`src/rtl/gse_pkg.sv`:
```
package gse_pkg;
  localparam int unsigned MASK_W_DEF = 8;
  localparam int unsigned CNT_W_DEF  = 14;

  typedef enum logic [1:0] {
    ST_IDLE,
    ST_FETCH,
    ST_COUNT,
    ST_HOLD
  } seq_state_e;
endpackage

```
`src/rtl/gse_cmd_ram.sv`:
```
module gse_cmd_ram #(
  parameter int unsigned DEPTH = 64,
  parameter int unsigned CMD_W = 22,
  localparam int unsigned IW = $clog2(DEPTH)
) (
  input  logic             clk,
  input  logic             wr_en,
  input  logic [IW:0]      wr_addr,
  input  logic [CMD_W-1:0] wr_data,
  input  logic             rd_bank,
  input  logic [IW-1:0]    rd_idx,
  output logic [CMD_W-1:0] rd_data
);
  logic [CMD_W-1:0] bank_rd [2];

  for (genvar b = 0; b < 2; b++) begin : g_bank
    logic [CMD_W-1:0] mem [DEPTH];
    always_ff @(posedge clk) begin
      if (wr_en && (wr_addr[IW] == 1'(b)))
        mem[wr_addr[IW-1:0]] <= wr_data;
    end
    assign bank_rd[b] = mem[rd_idx];
  end

  assign rd_data = bank_rd[rd_bank];
endmodule

```
`src/rtl/gse_bank_ctl.sv`:
```
module gse_bank_ctl (
  input  logic clk,
  input  logic rst_n,
  input  logic enable,
  input  logic cycle_start,
  input  logic one_bank,
  input  logic bank_sel,
  output logic act_bank
);
  always_ff @(posedge clk) begin
    if (!rst_n)
      act_bank <= 1'b0;
    else if (enable && cycle_start && !one_bank)
      act_bank <= bank_sel;
  end
endmodule

```
`src/rtl/gse_sequencer.sv`:
```
module gse_sequencer
  import gse_pkg::*;
#(
  parameter int unsigned DEPTH   = 64,
  parameter int unsigned CNT_W   = 14,
  parameter int unsigned MASK_W  = 8,
  parameter int unsigned MIN_CNT = 16,
  localparam int unsigned IW    = $clog2(DEPTH),
  localparam int unsigned CMD_W = CNT_W + MASK_W
) (
  input  logic              clk,
  input  logic              rst_n,
  input  logic              enable,
  input  logic              cycle_start,
  input  logic              tick,
  input  logic [CMD_W-1:0]  cmd_data,
  output logic [IW-1:0]     rd_idx,
  output logic [MASK_W-1:0] gate_mask,
  output logic              err_cnt,
  output logic              err_addr
);
  localparam logic [CNT_W-1:0] MIN_C  = CNT_W'(MIN_CNT);
  localparam logic [IW-1:0]    LAST_I = IW'(DEPTH - 1);

  seq_state_e         state;
  logic [CNT_W-1:0]   remain;
  logic [CNT_W-1:0]   cmd_cnt;
  logic [MASK_W-1:0]  cmd_mask;
  logic               cmd_short;

  assign cmd_cnt   = cmd_data[CMD_W-1:MASK_W];
  assign cmd_mask  = cmd_data[MASK_W-1:0];
  assign cmd_short = (cmd_cnt != '0) && (cmd_cnt < MIN_C);

  always_ff @(posedge clk) begin
    if (!rst_n || !enable) begin
      state     <= ST_IDLE;
      rd_idx    <= '0;
      remain    <= '0;
      gate_mask <= '1;
      err_cnt   <= 1'b0;
      err_addr  <= 1'b0;
    end else if (cycle_start) begin
      state  <= ST_FETCH;
      rd_idx <= '0;
    end else begin
      case (state)
        ST_FETCH: begin
          gate_mask <= cmd_mask;
          if (cmd_cnt == '0) begin
            state <= ST_HOLD;
          end else begin
            remain <= cmd_short ? MIN_C : cmd_cnt;
            if (cmd_short) err_cnt <= 1'b1;
            state <= ST_COUNT;
          end
        end
        ST_COUNT: begin
          if (tick) begin
            if (remain == CNT_W'(1)) begin
              if (rd_idx == LAST_I) begin
                err_addr <= 1'b1;
                state    <= ST_HOLD;
              end else begin
                rd_idx <= rd_idx + IW'(1);
                state  <= ST_FETCH;
              end
            end else begin
              remain <= remain - CNT_W'(1);
            end
          end
        end
        default: ;
      endcase
    end
  end
endmodule

```
`src/rtl/gate_sched_exec.sv`:
```
module gate_sched_exec #(
  parameter int unsigned DEPTH   = 64,
  parameter int unsigned CNT_W   = gse_pkg::CNT_W_DEF,
  parameter int unsigned MASK_W  = gse_pkg::MASK_W_DEF,
  parameter int unsigned MIN_CNT = 16,
  localparam int unsigned IW    = $clog2(DEPTH),
  localparam int unsigned CMD_W = CNT_W + MASK_W
) (
  input  logic              clk,
  input  logic              rst_n,
  input  logic              glb_en,
  input  logic              port_en,
  input  logic              one_bank,
  input  logic              bank_sel,
  input  logic              speed_gig,
  input  logic              byte_tick,
  input  logic              nibble_tick,
  input  logic              cycle_start,
  input  logic              wr_en,
  input  logic [IW:0]       wr_addr,
  input  logic [CMD_W-1:0]  wr_data,
  output logic [MASK_W-1:0] gate_mask,
  output logic              active_bank,
  output logic              err_cnt,
  output logic              err_addr
);
  logic             enable;
  logic             tick;
  logic [IW-1:0]    rd_idx;
  logic [CMD_W-1:0] cmd_data;

  assign enable = glb_en & port_en;
  assign tick   = speed_gig ? byte_tick : nibble_tick;

  gse_cmd_ram #(.DEPTH(DEPTH), .CMD_W(CMD_W)) u_ram (
    .clk     (clk),
    .wr_en   (wr_en),
    .wr_addr (wr_addr),
    .wr_data (wr_data),
    .rd_bank (active_bank),
    .rd_idx  (rd_idx),
    .rd_data (cmd_data)
  );

  gse_bank_ctl u_bank (
    .clk         (clk),
    .rst_n       (rst_n),
    .enable      (enable),
    .cycle_start (cycle_start),
    .one_bank    (one_bank),
    .bank_sel    (bank_sel),
    .act_bank    (active_bank)
  );

  gse_sequencer #(
    .DEPTH(DEPTH), .CNT_W(CNT_W), .MASK_W(MASK_W), .MIN_CNT(MIN_CNT)
  ) u_seq (
    .clk         (clk),
    .rst_n       (rst_n),
    .enable      (enable),
    .cycle_start (cycle_start),
    .tick        (tick),
    .cmd_data    (cmd_data),
    .rd_idx      (rd_idx),
    .gate_mask   (gate_mask),
    .err_cnt     (err_cnt),
    .err_addr    (err_addr)
  );
endmodule

```
`config.mk`:
```
export PLATFORM = sky130hd
export DESIGN_NAME = gate_sched_exec
export DESIGN_NICKNAME = d
export VERILOG_FILES = /design/src/rtl/gse_pkg.sv /design/src/rtl/gse_cmd_ram.sv /design/src/rtl/gse_bank_ctl.sv /design/src/rtl/gse_sequencer.sv /design/src/rtl/gate_sched_exec.sv
export SDC_FILE = /design/constraint.sdc
export NUM_CORES = 2
export LEC_CHECK = 0
export BUFFER_PORTS_ARGS = -buffer_cell sky130_fd_sc_hd__buf_2
export CAP_MARGIN = 20
export CORE_MARGIN = 1
export CORE_UTILIZATION = 55
export DETAILED_ROUTE_END_ITERATION = 6
export GPL_TIMING_DRIVEN = 0
export PLACE_DENSITY = 0.71
export SLEW_MARGIN = 20
export SYNTH_ARGS = -nofsm -noshare
export SYNTH_HDL_FRONTEND = slang
export SYNTH_HIERARCHICAL = 1
export SYNTH_SLANG_ARGS = --single-unit
```
`constraint.sdc`:
```
create_clock -name clk -period 4.9 [get_ports clk]
set_clock_uncertainty 0.1 [all_clocks]
set_input_delay 0.98 -clock clk [delete_from_list [all_inputs] [get_ports clk]]
set_output_delay 0.98 -clock clk [all_outputs]
set_load 0.1 [all_outputs]
```
==> impl_metrics.toml <==
[cells_and_area]
layout_commonest_cell = "edfxtp_1"
nNetsFinal = 4924
ff_latch_area_mm2 = 0.08522
multi_input_area_mm2 = 0.02389
final_cells = 7738
fill_cells = 12310
layout-drive-gt1-share_pct = 36.58
layout_common_cells = "2816 x edfxtp_1, 924 x mux4_2, 305 x clkbuf_16, 128 x nor2_4, 104 x clkbuf_1"
areaGrowthSynthToFinish_pct = 16.10

[worst_setup_path]
endpoint_kind = "flip-flop"
max_stage_delay_ns = 0.62
cp-start-kind = "flip-flop"
worst-path-buf-inv = 4
path_class = "flip-flop to flip-flop"
cp_data_arrival_time_ns = 5.57
cpMostUsedCell = "mux4_2"
crit_fanout = 10
slowest_stage = "mux4_2"
critical_path_required_ns = 5.60
path_cells = "buf_12 -> clkbuf_8 -> buf_6 -> mux4_2 -> mux4_2 -> mux4_2 -> mux2_2 -> nor4_4 -> nand4_1 -> a22oi_2 -> nand2b_4 -> buf_6 -> o22ai_1"
path_delay_family = "multiplexers"

[outcome]
status = "complete, no violations"

[clock_tree]
clkTransAtPathRegs_ns = 0.06
cts_buffer_depth = 4
cts_num_sinks = 2849
h-tree-depth = 5
root_buffer = "clkbuf_16"
cts_tree = "done"
postCtsHoldBufs = 0
clkLatencyLatePin_ns = 0.95
cts_buffers = 297

[floorplan]
row_count = 163
initial_utilization_pct = 55.33
fp.dieW_um = 447.4
die_y_um = 447.4
core_mm2 = 0.1972
dieArea_mm2 = 0.2002
ios = 51

[grt]
grt_pass1_wl_mm = 396.2
grt_max_degree = 105
grt_pass1_vias = 51840
overflow = 0
antenna_found_initial = 10
track_usage_pct = 28.97

[power]
power_density_mw_per_mm2 = 385.1
irDropWorstVdd_mv = 0.4136
power_mw = 48.79
p_leak_nw = 37.99

[place]
dp_cells = 7206
hpwl_mm = 181.2
io_buffers = 44
gp_congestion = 0.9299

[timing]
worst_pin_slew_ns = 1.181
fmaxAchievable_mhz = 205.2
setup_viol = 0
slew_viol_final = 0
maxSlewHeadroom_pct = 21.06
final_hold_viol_count = 0
layout_worst_path_cycle_share_pct = 99.46
period_needed_ns = 4.874

[logic_synthesis]
synthTopCellsByArea = "edfxtp_1 77%, mux4_2 19%, dfxtp_1 0.61%"
ys_ff_latch = 2849
syn-num-nets = 4434
synth_top_family_by_area = "multiplexers"
synth-simple-area-share_pct = 1.162
ys_async_sr_fraction_pct = 0
synth.avg_cell_area_um2 = 24.85
synth-edff-count = 2816
yosys.area.top_type_share_pct = 77.49
synthAdderAreaFrac_pct = 0.03440
netlist_area_mm2 = 0.1091
muxShareOfSynthArea_pct = 19.33
synth_compound_area_share_pct = 0.3749
synth_area_leader_cell = "edfxtp_1"
yosysWarnings = 6
synthXorXnorAreaFrac_pct = 0.04013
yosysSeqAreaShare_pct = 78.10
synthFlopType = "edfxtp_1"
postSynthCellCount = 4391
synthDistinctLibCells = 53

[routing]
wire_per_inst_um = 36.90
num_vias = 51750
drt-total-wl_mm = 285.5
drtIter0Drc = 7631
firstDrtPassIters = 6
via_per_inst = 6.687
drc = 0
antenna_left = 0

[run]
maxCapViolCount = 0

[hold_path]
hold_path.class = "primary input to flip-flop"
==> where the power goes <==
| group | internal, mW | switching [mW] | total, mW |
|---|---|---|---|
| Combinational | 0.148 | 0.625 | 0.772 |
| Clock | 12.2 | 8.94 | 21.1 |
| Sequential | 26.9 | 0.0247 | 26.9 |
| Total | 39.2 | 9.59 | 48.8 |
==> worst paths after layout <==
check | startpoint | to | slack (ns) | depth (start not counted)
worst max-delay path | u_seq/rd_idx[0] | u_seq/remain[4] | 0.03 | 13
worst min-delay path | bank_sel | u_bank/act_bank | 0.21 | 3
worst max register to register | u_seq/rd_idx[0] | u_seq/remain[4] | 0.03 | 13
worst min register to register | u_seq/remain[13] | u_seq/remain[13] | 0.42 | 2
==> final cells by class <==
| type | instances | area share [%] |
|---|---|---|
| sequential | 2849 | 67.27 |
| multi-input combinational | 1286 | 18.86 |
| clock buffer | 369 | 6.188 |
| timing repair buffer | 192 | 2.876 |
| tap | 2640 | 2.607 |
| buffer | 236 | 1.268 |
| clock inverter | 136 | 0.8533 |
| inverter | 19 | 0.05630 |
| antenna | 11 | 0.02173 |
==> kinds of logic (layout without fill, tap and decap cells) <==
family,after synthesis,after routing
flops,2849,2849
simple gates,268,268
buf+inv,256,952
other cells,0,11
mux,949,949
fa+ha+maj,3,3
xor+xnor,5,5
compound gates,61,61
==> flip-flops by register name, indices dropped and copies added (netlist names) <==
name and cells:
u_bank/act_bank 1, u_ram/g_bank.mem 2816, u_seq/err_addr 1, u_seq/err_cnt 1, u_seq/gate_mask 8, u_seq/rd_idx 6
u_seq/remain 14, u_seq/state 2
==> tightest hold or removal path, cell delays in order <==
cell and delay, ns:
buf_2 0.10, nand2_1 0.04, mux2i_1 0.06
==> per-layer routing <==
metal  vias up  part of all wire (%)  routed length [µm]  global-route usage (%)
met5         -                     0                   0                       0
met4         0                   5.9               16760                   14.83
met3       585                    10               29230                   6.666
met2      3225                    49              139100                   45.68
met1     27820                    35              100400                   38.22
li1      20120                     -                   -                       -
==> synth_stat cells (all sizes together), types with 5 or more instances <==
master and n:
a21oi 10, buf 92, clkbuf 145, dfxtp 33, edfxtp 2816, inv 19, mux2 23, mux4 924
nand2 44, nand3 15, nand3b 7, nor2 150, nor3 9, nor4 16, o211ai 10, o21ai 14
o31ai 10, xnor2 5
==> timing repair <==
item                       CTS  global route
pin swaps                    2             2
setup endpoints to repair   24            14
buffers inserted             5             9
gates cloned                 0             2
gates resized for setup    238            42
==> per-stage QoR <==
stage            TNS [ns]  hold slack (ns)  instance area (µm²)  setup WS [ns]  utilization [%]
6_report                0           0.2135               126700        0.02632            64.24
2_1_floorplan           0           0.3724               109100         0.5175                -
4_1_cts                 0           0.1603               126400      0.0008624            64.10
3_5_place_dp       -26.47           0.4085               116900         -1.761            59.28
5_1_grt        -0.0006479           0.1979               126700     -0.0006479            64.23
3_3_place_gp      -230.87           0.4007               112600         -2.618            57.12
Power figures use the tool's default switching activity.
